**src/rtl/stt_pkg.sv**
```systemverilog
// Package: shared encodings for the split-transaction tracker.
// Assumes kind codes are fixed by the bus protocol (0..3).
package stt_pkg;
    typedef enum logic [1:0] {
        K_READ  = 2'd0,
        K_WRITE = 2'd1,
        K_RMW   = 2'd2,
        K_INVAL = 2'd3
    } txn_kind_e;
endpackage

```
**src/rtl/stt_tag_pool.sv**
```systemverilog
// Tag pool: a bitmap of in-use tags with a lowest-free picker.
// Assumes allocation targets only a free tag and release masks name only busy tags,
// so set and clear never hit the same bit in one cycle.
module stt_tag_pool #(
    parameter int TAG_W = 3
) (
    input  logic                  clk,
    input  logic                  rst_n,
    input  logic                  alloc_en,
    input  logic [(1<<TAG_W)-1:0] free_mask,
    output logic [(1<<TAG_W)-1:0] busy,
    output logic                  any_free,
    output logic [TAG_W-1:0]      low_free
);
    localparam int NTAG = 1 << TAG_W;

    logic [NTAG-1:0] busy_q;
    logic [NTAG-1:0] set_mask;

    // pick the lowest-numbered tag that is not in use
    always_comb begin
        low_free = '0;
        for (int i = NTAG - 1; i >= 0; i--) begin
            if (!busy_q[i]) low_free = TAG_W'(i);
        end
    end

    // free-tag availability and allocation mask
    always_comb begin
        any_free = ~&busy_q;
        set_mask = alloc_en ? (NTAG'(1) << low_free) : '0;
    end

    // bitmap update: releases and allocation take effect at the edge
    always_ff @(posedge clk) begin
        if (!rst_n) busy_q <= '0;
        else        busy_q <= (busy_q & ~free_mask) | set_mask;
    end

    assign busy = busy_q;
endmodule

```
**src/rtl/stt_slot_store.sv**
```systemverilog
// Per-tag slot store: kind, operand and operand-sent flag for each tag.
// Assumes a slot is written only at allocation; two independent read ports.
module stt_slot_store
    import stt_pkg::*;
#(
    parameter int TAG_W  = 3,
    parameter int DATA_W = 64
) (
    input  logic              clk,
    input  logic              rst_n,
    input  logic              wr_en,
    input  logic [TAG_W-1:0]  wr_tag,
    input  txn_kind_e         wr_kind,
    input  logic [DATA_W-1:0] wr_data,
    input  logic              sent_en,
    input  logic [TAG_W-1:0]  sent_tag,
    input  logic [TAG_W-1:0]  g_tag,
    output txn_kind_e         g_kind,
    output logic              g_sent,
    output logic [DATA_W-1:0] g_data,
    input  logic [TAG_W-1:0]  r_tag,
    output txn_kind_e         r_kind,
    output logic              r_sent
);
    localparam int NTAG = 1 << TAG_W;

    txn_kind_e         kind_q [NTAG];
    logic              sent_q [NTAG];
    logic [DATA_W-1:0] data_q [NTAG];

    for (genvar s = 0; s < NTAG; s++) begin : g_slot
        // control fields of slot s: set at allocation, sent flag set by operand grant
        always_ff @(posedge clk) begin
            if (!rst_n) begin
                kind_q[s] <= K_READ;
                sent_q[s] <= 1'b0;
            end else if (wr_en && wr_tag == TAG_W'(s)) begin
                kind_q[s] <= wr_kind;
                sent_q[s] <= 1'b0;
            end else if (sent_en && sent_tag == TAG_W'(s)) begin
                sent_q[s] <= 1'b1;
            end
        end

        // operand of slot s, captured at allocation
        always_ff @(posedge clk) begin
            if (wr_en && wr_tag == TAG_W'(s)) data_q[s] <= wr_data;
        end
    end

    // read ports for the grant side and the return side
    always_comb begin
        g_kind = kind_q[g_tag];
        g_sent = sent_q[g_tag];
        g_data = data_q[g_tag];
        r_kind = kind_q[r_tag];
        r_sent = sent_q[r_tag];
    end
endmodule

```
**src/rtl/stt_phase_ctl.sv**
```systemverilog
// Data-phase control: judges data grants and returns against tag state,
// drives write data, builds release masks, registers completions and errors.
// Assumes grant and return may name different tags in the same cycle.
module stt_phase_ctl
    import stt_pkg::*;
#(
    parameter int TAG_W  = 3,
    parameter int DATA_W = 64
) (
    input  logic                  clk,
    input  logic                  rst_n,
    input  logic [(1<<TAG_W)-1:0] busy,
    input  logic                  dgnt_valid,
    input  logic [TAG_W-1:0]      dgnt_tag,
    input  txn_kind_e             g_kind,
    input  logic                  g_sent,
    input  logic [DATA_W-1:0]     g_data,
    input  logic                  ret_valid,
    input  logic [TAG_W-1:0]      ret_tag,
    input  logic [DATA_W-1:0]     ret_data,
    input  txn_kind_e             r_kind,
    input  logic                  r_sent,
    output logic                  wd_valid,
    output logic [TAG_W-1:0]      wd_tag,
    output logic [DATA_W-1:0]     wd_data,
    output logic [(1<<TAG_W)-1:0] free_mask,
    output logic                  sent_en,
    output logic                  cpl_valid,
    output txn_kind_e             cpl_kind,
    output logic [TAG_W-1:0]      cpl_tag,
    output logic [DATA_W-1:0]     cpl_data,
    output logic                  err
);
    localparam int NTAG = 1 << TAG_W;

    logic gnt_ok, ret_ok, gnt_bad, ret_bad;

    // legality of the grant and of the return against the slot state
    always_comb begin
        gnt_ok = dgnt_valid && busy[dgnt_tag] &&
                 (g_kind == K_WRITE || (g_kind == K_RMW && !g_sent));
        ret_ok = ret_valid && busy[ret_tag] &&
                 (r_kind == K_READ || r_kind == K_INVAL || (r_kind == K_RMW && r_sent));
        gnt_bad = dgnt_valid && !gnt_ok;
        ret_bad = ret_valid && !ret_ok;
    end

    // write data drive, release mask and operand-sent marking
    always_comb begin
        wd_valid  = gnt_ok;
        wd_tag    = dgnt_tag;
        wd_data   = g_data;
        sent_en   = gnt_ok && g_kind == K_RMW;
        free_mask = '0;
        if (gnt_ok && g_kind == K_WRITE) free_mask = free_mask | (NTAG'(1) << dgnt_tag);
        if (ret_ok)                      free_mask = free_mask | (NTAG'(1) << ret_tag);
    end

    // completion and error registers
    always_ff @(posedge clk) begin
        if (!rst_n) begin
            cpl_valid <= 1'b0;
            cpl_kind  <= K_READ;
            cpl_tag   <= '0;
            cpl_data  <= '0;
            err       <= 1'b0;
        end else begin
            cpl_valid <= ret_ok;
            err       <= gnt_bad || ret_bad;
            if (ret_ok) begin
                cpl_kind <= r_kind;
                cpl_tag  <= ret_tag;
                cpl_data <= (r_kind == K_INVAL) ? '0 : ret_data;
            end
        end
    end
endmodule

```
**src/rtl/split_txn_tracker.sv**
```systemverilog
// Top: split-transaction tagged bus tracker. Issues address phases with the
// lowest free tag, tracks up to 2**TAG_W outstanding transactions and retires
// them out of order by tag. Assumes the requester holds its request until
// req_ready and the address bus grant is sampled in the same cycle.
module split_txn_tracker
    import stt_pkg::*;
#(
    parameter int ADDR_W = 32,
    parameter int DATA_W = 64,
    parameter int TAG_W  = 3
) (
    input  logic              clk,
    input  logic              rst_n,
    input  logic              req_valid,
    input  logic [1:0]        req_kind,
    input  logic [ADDR_W-1:0] req_addr,
    input  logic [DATA_W-1:0] req_wdata,
    output logic              req_ready,
    output logic              abus_req,
    input  logic              abus_gnt,
    output logic              a_valid,
    output logic [1:0]        a_kind,
    output logic [ADDR_W-1:0] a_addr,
    output logic [TAG_W-1:0]  a_tag,
    input  logic              dgnt_valid,
    input  logic [TAG_W-1:0]  dgnt_tag,
    output logic              wd_valid,
    output logic [TAG_W-1:0]  wd_tag,
    output logic [DATA_W-1:0] wd_data,
    input  logic              ret_valid,
    input  logic [TAG_W-1:0]  ret_tag,
    input  logic [DATA_W-1:0] ret_data,
    output logic              cpl_valid,
    output logic [1:0]        cpl_kind,
    output logic [TAG_W-1:0]  cpl_tag,
    output logic [DATA_W-1:0] cpl_data,
    output logic              err_bad_tag
);
    localparam int NTAG = 1 << TAG_W;

    logic [NTAG-1:0]   busy, free_mask;
    logic              any_free, issue, sent_en;
    logic [TAG_W-1:0]  low_free;
    txn_kind_e         g_kind, r_kind, cpl_kind_e;
    logic              g_sent, r_sent;
    logic [DATA_W-1:0] g_data;

    // address tenure: request, accept and drive in the granted cycle
    always_comb begin
        abus_req  = req_valid && any_free;
        req_ready = abus_gnt && any_free;
        issue     = req_valid && req_ready;
        a_valid   = issue;
        a_kind    = req_kind;
        a_addr    = req_addr;
        a_tag     = low_free;
        cpl_kind  = cpl_kind_e;
    end

    stt_tag_pool #(.TAG_W(TAG_W)) i_pool (
        .clk       (clk),
        .rst_n     (rst_n),
        .alloc_en  (issue),
        .free_mask (free_mask),
        .busy      (busy),
        .any_free  (any_free),
        .low_free  (low_free)
    );

    stt_slot_store #(.TAG_W(TAG_W), .DATA_W(DATA_W)) i_store (
        .clk      (clk),
        .rst_n    (rst_n),
        .wr_en    (issue),
        .wr_tag   (low_free),
        .wr_kind  (txn_kind_e'(req_kind)),
        .wr_data  (req_wdata),
        .sent_en  (sent_en),
        .sent_tag (dgnt_tag),
        .g_tag    (dgnt_tag),
        .g_kind   (g_kind),
        .g_sent   (g_sent),
        .g_data   (g_data),
        .r_tag    (ret_tag),
        .r_kind   (r_kind),
        .r_sent   (r_sent)
    );

    stt_phase_ctl #(.TAG_W(TAG_W), .DATA_W(DATA_W)) i_phase (
        .clk        (clk),
        .rst_n      (rst_n),
        .busy       (busy),
        .dgnt_valid (dgnt_valid),
        .dgnt_tag   (dgnt_tag),
        .g_kind     (g_kind),
        .g_sent     (g_sent),
        .g_data     (g_data),
        .ret_valid  (ret_valid),
        .ret_tag    (ret_tag),
        .ret_data   (ret_data),
        .r_kind     (r_kind),
        .r_sent     (r_sent),
        .wd_valid   (wd_valid),
        .wd_tag     (wd_tag),
        .wd_data    (wd_data),
        .free_mask  (free_mask),
        .sent_en    (sent_en),
        .cpl_valid  (cpl_valid),
        .cpl_kind   (cpl_kind_e),
        .cpl_tag    (cpl_tag),
        .cpl_data   (cpl_data),
        .err        (err_bad_tag)
    );
endmodule

```
**config.mk**
```make
export PLATFORM = sky130hd
export DESIGN_NAME = split_txn_tracker
export DESIGN_NICKNAME = d
export VERILOG_FILES = /design/src/rtl/stt_pkg.sv /design/src/rtl/stt_tag_pool.sv /design/src/rtl/stt_slot_store.sv /design/src/rtl/stt_phase_ctl.sv /design/src/rtl/split_txn_tracker.sv
export SDC_FILE = /design/constraint.sdc
export NUM_CORES = 1
export LEC_CHECK = 0
export CAP_MARGIN = 30
export CORE_ASPECT_RATIO = 2
export CORE_MARGIN = 4
export CORE_UTILIZATION = 49
export CTS_CLUSTER_SIZE = 30
export DETAILED_ROUTE_END_ITERATION = 6
export PLACE_DENSITY = 0.76
export SETUP_SLACK_MARGIN = 0.15
export SKIP_CTS_REPAIR_TIMING = 1
export SYNTH_ARGS = -nofsm -noshare
export SYNTH_HDL_FRONTEND = slang
export SYNTH_SLANG_ARGS = --single-unit
```
**constraint.sdc**
```tcl
create_clock -name clk -period 6.6 [get_ports clk]
set_clock_uncertainty 0.1 [all_clocks]
set_input_delay 1.32 -clock clk [delete_from_list [all_inputs] [get_ports clk]]
set_output_delay 1.32 -clock clk [all_outputs]
set_load 0.02 [all_outputs]
```
# Yosys cells after proc, flatten, opt, wreduce, memory -nomap -nowiden
# Memories as Yosys holds them, arrays and structs flattened.
# Cells that the tools add are included.
[totals]
memories = 3
reg_bits = 79
mem_bits_rw = 536
out_inout_bits = 179
in_bits = 174
elab_cells = 234
[memory_table]
columns = ["memory", "depth", "width", "rd", "rd_clocked_by_memory_dff", "write_ports", "line", "text"]
rows = [
  ["i_store.data_q", 8, 64, 1, 0, 1, "stt_slot_store.sv:29", "logic [DATA_W-1:0] data_q [NTAG];"],
  ["i_store.kind_q", 8, 2, 2, 0, 8, "stt_slot_store.sv:27", "txn_kind_e kind_q [NTAG];"],
  ["i_store.sent_q", 8, 1, 2, 0, 8, "stt_slot_store.sv:28", "logic sent_q [NTAG];"],
]
[classes]
magnitude_cmp = 2
bitwise_logic = 28
shift = 3
reduce_logical = 48
n_eq_ne = 18
muxes = 126
[op_table]
columns = ["op", "n"]
rows = [
  ["$mux 64", 8],
  ["$reduce_or 64->1", 7],
  ["$mux 1", 90],
  ["$mux 3", 15],
  ["$logic_and 1x1->1", 29],
  ["$eq 3x3->1 const B", 8],
  ["$mux 8", 3],
  ["$or 1x1->1", 24],
  ["$shl 1x3->8 const A", 3],
  ["$mux 2", 8],
  ["$or 8x8->8", 2],
  ["$eq 3x2->1 const B", 4],
  ["$and 8x8->8", 1],
  ["$lt 3x4->1 const B", 2],
  ["$not 8->8", 1],
  ["$reduce_and 8->1", 1],
  ["$bmux 1 s3", 2],
  ["$eq 2x2->1 const B", 3],
  ["$eq 3x1->1 const B", 2],
  ["$logic_not 3->1", 2],
  ["$logic_not 1->1", 4],
  ["$logic_or 1x1->1", 4],
  ["$eq 2x1->1 const B", 1],
  ["$logic_not 2->1", 1],
]

# Logic depth before layout (Yosys ltp)
[logic_depth]
word_depth = 20
mapped_depth = 15
ltp_nobuf = 10

# By module
# From an unflattened synthesis, not the netlist that was laid out.
[unflattened]
cells_unflattened = 1380
area_unflattened_um2 = 25769.7
[modules_own_cells]
columns = ["module", "area_each_um2", "seq_area_each_um2", "instances", "cells_each"]
rows = [
  ["stt_slot_store", 21001.4, 16085.4, 1, 852],
  ["stt_phase_ctl", 4046.4, 1421.4, 1, 444],
  ["stt_tag_pool", 447.9, 160.2, 1, 47],
  ["split_txn_tracker", 274.0, 0.0, 1, 37],
]

# Worst setup path before layout
# OpenSTA, ideal clock, no wires.
[synth_timing]
path_kind = "input-to-reg"
startpoint = "in req_valid"
endpoint = "mem i_store.sent_q[2] (enable)"
t_arrival_ns = 6.483
required_time_ns = 6.196
setup_ns = 0.304
stages = 4
slack_ns = -0.287
path_buffers = 0
path_cell_list = "nand2_1 -> nor3_1 -> nand2b_1 -> o21bai_1"
[synth_rtl]
columns = ["element", "line", "text"]
rows = [
  ["start: declaration", "split_txn_tracker.sv:14", "input logic req_valid,"],
  ["end: declaration", "stt_slot_store.sv:28", ""],
]

# Worst setup path after layout
[layout_timing]
startpoint = "in dgnt_tag[1]"
endpoint = "out wd_data[19]"
[layout_between]
elab_chain_cells = 1
[layout_lines]
columns = ["element", "line", "text"]
rows = [
  ["start: declaration", "split_txn_tracker.sv:26", "input logic [TAG_W-1:0] dgnt_tag,"],
  ["$mem_v2 8x64", "--", ""],
  ["end: declaration", "split_txn_tracker.sv:29", "output logic [DATA_W-1:0] wd_data,"],
]
# No other way between the ends.

==> results.json <==
{
  "htreeDepth": 2,
  "worst-slew-pin-transition_ns": 0.926,
  "dr.pass1.iters": 5,
  "syn_area_per_cell_sq_um": 20.1,
  "switchingPower_mw": 1.68,
  "synth_edf_count": 535,
  "max-vdd-ir-drop_mv": 0.260,
  "utilization": 0.599,
  "post-route-period-util": 0.815,
  "power.density_nw_per_um2": 271,
  "antenna_found_initial": 0,
  "path_cells": "buf_6, buf_4, mux4_2, mux2_2, clkdlybuf4s50_1",
  "syn_nets": 1369,
  "cap_violations": 0,
  "rsz0062_at_grt": "no",
  "outcome": "complete, no violations",
  "cp-start-kind": "input pin",
  "rows": 114,
  "netSwitchingFraction": 0.214,
  "area_growth_pct": 20.7,
  "slew_viol_final": 0,
  "initial_core_util": 0.497,
  "drtIter0Drc": 759,
  "path_delay_family": "buffers and inverters",
  "cp_data_required_time_ns": 5.18,
  "grt_max_degree": 83,
  "ys_seq_area_frac": 0.736,
  "vias": 12300,
  "post-place-ws_ns": 1.11,
  "clock_latency_ns": 0.58,
  "relSlewSlack": 0.381,
  "min_path_type": "reg2reg",
  "placed_cell_area_sq_um": 27400,
  "drc": 0,
  "detail_route.wl_per_cell_um": 25.0,
  "clk_pin_slew_worst_paths_ns": 0.07,
  "critPathMaxStageDelay_ns": 0.64,
  "ant_nets": 0,
  "dieArea_sq_um": 52800,
  "internal_power_mw": 6.17,
  "clkSinkCount": 615,
  "io_buffers": 288,
  "power_frac_comb": 0.081,
  "drive_gt1_frac": 0.221,
  "pwr-share-seq": 0.548,
  "finalSetupViolCount": 0,
  "avgViaCountPerCell": 5.74,
  "clk_path_buf_depth": 3,
  "place_hpwl_um": 33500,
  "worst-setup-path-type": "in2out",
  "core_sq_um": 48400,
  "setup_ws_ns": 1.22,
  "end_kind": "output port",
  "ios": 353,
  "yosys_warnings": 0,
  "mostFrequentLayoutCell": "edfxtp_1",
  "synthArstFlopShare": 0,
  "cp_num_buf_inv": 3,
  "nFillCells": 3381,
  "gr-usage-all-layers": 0.201,
  "die_h_um": 321,
  "final_area_sq_um": 29000,
  "p_leak_nw": 9.35,
  "netlist_instances": 1193,
  "netlist-cell-type-count": 61,
  "hold_ws_ns": 0.379,
  "drt-total-wl_um": 53400,
  "grt_pass1_wl_um": 79900,
  "final_cell_mix": "edfxtp_1 (535), clkdlybuf4s50_1 (285), mux4_2 (140), dfxtp_1 (80), mux2_2 (66)",
  "netlist_area_sq_um": 24000,
  "clk_root_buffer_cell": "clkbuf_16",
  "grt-ovfl-total": 0,
  "clkPwrFrac": 0.371,
  "cts_tree": "yes",
  "ys.flop_type": "edfxtp_1",
  "fmax_mhz": 186,
  "cp_slowest_cell": "buf_4",
  "grt_pass1_vias": 13000,
  "finalPower_mw": 7.85,
  "finalNetCount": 1634,
  "worst-path-max-fanout": 82,
  "arrival_ns": 3.96,
  "synth-seq-cells": 615,
  "hold_viol": 0,
  "globalplace.congestion": 0.920,
  "cts_made_buffers": 52,
  "die_w_um": 165,
  "layout_min_cycle_time_ns": 5.38
}
through the flow:
stage | setup TNS [ns] | std cells
floorplan | -1.51 | 1193
global placement | 0 | 2041
detailed placement | 0 | 2042
CTS | 0 | 2136
global route | 0 | 2136
finish | 0 | 2137
cell type report:
class	instances	area [sq um]	share of cell area
Inverter	13	51.3	0.00177
Multi-Input combinational cell	462	5710	0.197
Sequential cell	615	17700	0.610
Timing Repair Buffer	314	3140	0.108
Clock inverter	28	183	0.00630
Clock buffer	66	1430	0.0493
Tap cell	638	798	0.0275
Antenna cell	1	2.50	0.0000864
registers in the layout (all words and copies together) (netlist names):
name	cells
i_phase.cpl_data	64
i_phase.cpl_kind	2
i_phase.cpl_tag	3
i_phase.cpl_valid	1
i_phase.err	1
i_pool.busy	8
i_store.data_q	512
i_store.kind_q	16
i_store.sent_q	8
cells in the mapped netlist, types with 3 or more instances:
library cell / instances / area (sq um)
o21bai_1: 3 / 22.5
o22ai_1: 4 / 25.0
o21ai_0: 5 / 25.0
edfxtp_1: 535 / 16100
nand2_1: 23 / 86.3
buf_6: 9 / 101
mux4_2: 140 / 3150
and2_1: 16 / 100
nand3_1: 5 / 25.0
clkbuf_1: 17 / 63.8
nor3b_1: 4 / 30.0
inv_1: 11 / 41.3
nor3_2: 3 / 30.0
o21ai_1: 3 / 15.0
or3b_1: 4 / 35.0
buf_4: 38 / 285
a31oi_1: 5 / 31.3
a21oi_1: 8 / 40.0
o211ai_1: 7 / 52.6
mux2i_1: 5 / 50.1
buf_2: 31 / 155
dfxtp_1: 80 / 1600
mux2_2: 66 / 743
nor2_1: 30 / 113
nor2b_1: 13 / 81.3
nor3_1: 7 / 35.0
buf_1: 8 / 30.0
nand2b_1: 8 / 50.1
a22o_1: 64 / 561
routing by layer:
metal  track usage  wire, um
met1         0.230     18700
met2         0.369     28900
met3        0.0399      3890
met4        0.0753      1920
met5             0         0
power by group through the flow:
stage	sequential (mW)	combinational, mW	clock (mW)
2_1_floorplan	4.40	0.340	0
3_3_place_gp	4.38	0.629	0
3_5_place_dp	4.38	0.641	0
4_1_cts	4.30	0.644	2.98
5_1_grt	4.30	0.675	3.16
6_report	4.30	0.634	2.91
logic make-up (layout without fill, tap and decap cells):
family,count (synthesis),after routing,share of synthesized area
AO/OA/AOI/OAI,118,118,0.0399
adder cells (fa/ha/maj),2,2,0.00104
buffers and inverters,116,421,0.0285
flip-flops,615,615,0.736
multiplexers,211,211,0.164
other,0,1,0
AND/OR/NAND/NOR,131,131,0.0304
worst reg2reg max path, cell delays in order, from the launching register on:
cell	delay [ns]
edfxtp_1	0.49
mux4_2	0.50
mux2_2	0.31
ha_1	0.45
nor2_1	0.08
o311ai_1	0.24
o2111ai_1	0.21
a21oi_4	0.34
nor3b_4	0.24
buf_4	0.54
a22o_1	0.30
path summary, 6_finish.rpt:
check	cells after the start	slack [ns]	start	endpoint
setup reg to reg	10	2.74	i_store.kind_q[7][1]$_SDFFCE_PN0P_	i_phase.cpl_data[26]$_SDFFE_PN0N_
hold reg to reg	1	0.38	i_phase.cpl_data[3]$_SDFFE_PN0N_	i_phase.cpl_data[3]$_SDFFE_PN0N_
setup / recovery	5	1.22	dgnt_tag[1]	wd_data[19]
hold / removal	1	0.38	i_phase.cpl_data[3]$_SDFFE_PN0N_	i_phase.cpl_data[3]$_SDFFE_PN0N_
Note: power is estimated with default switching activity, not from simulation.
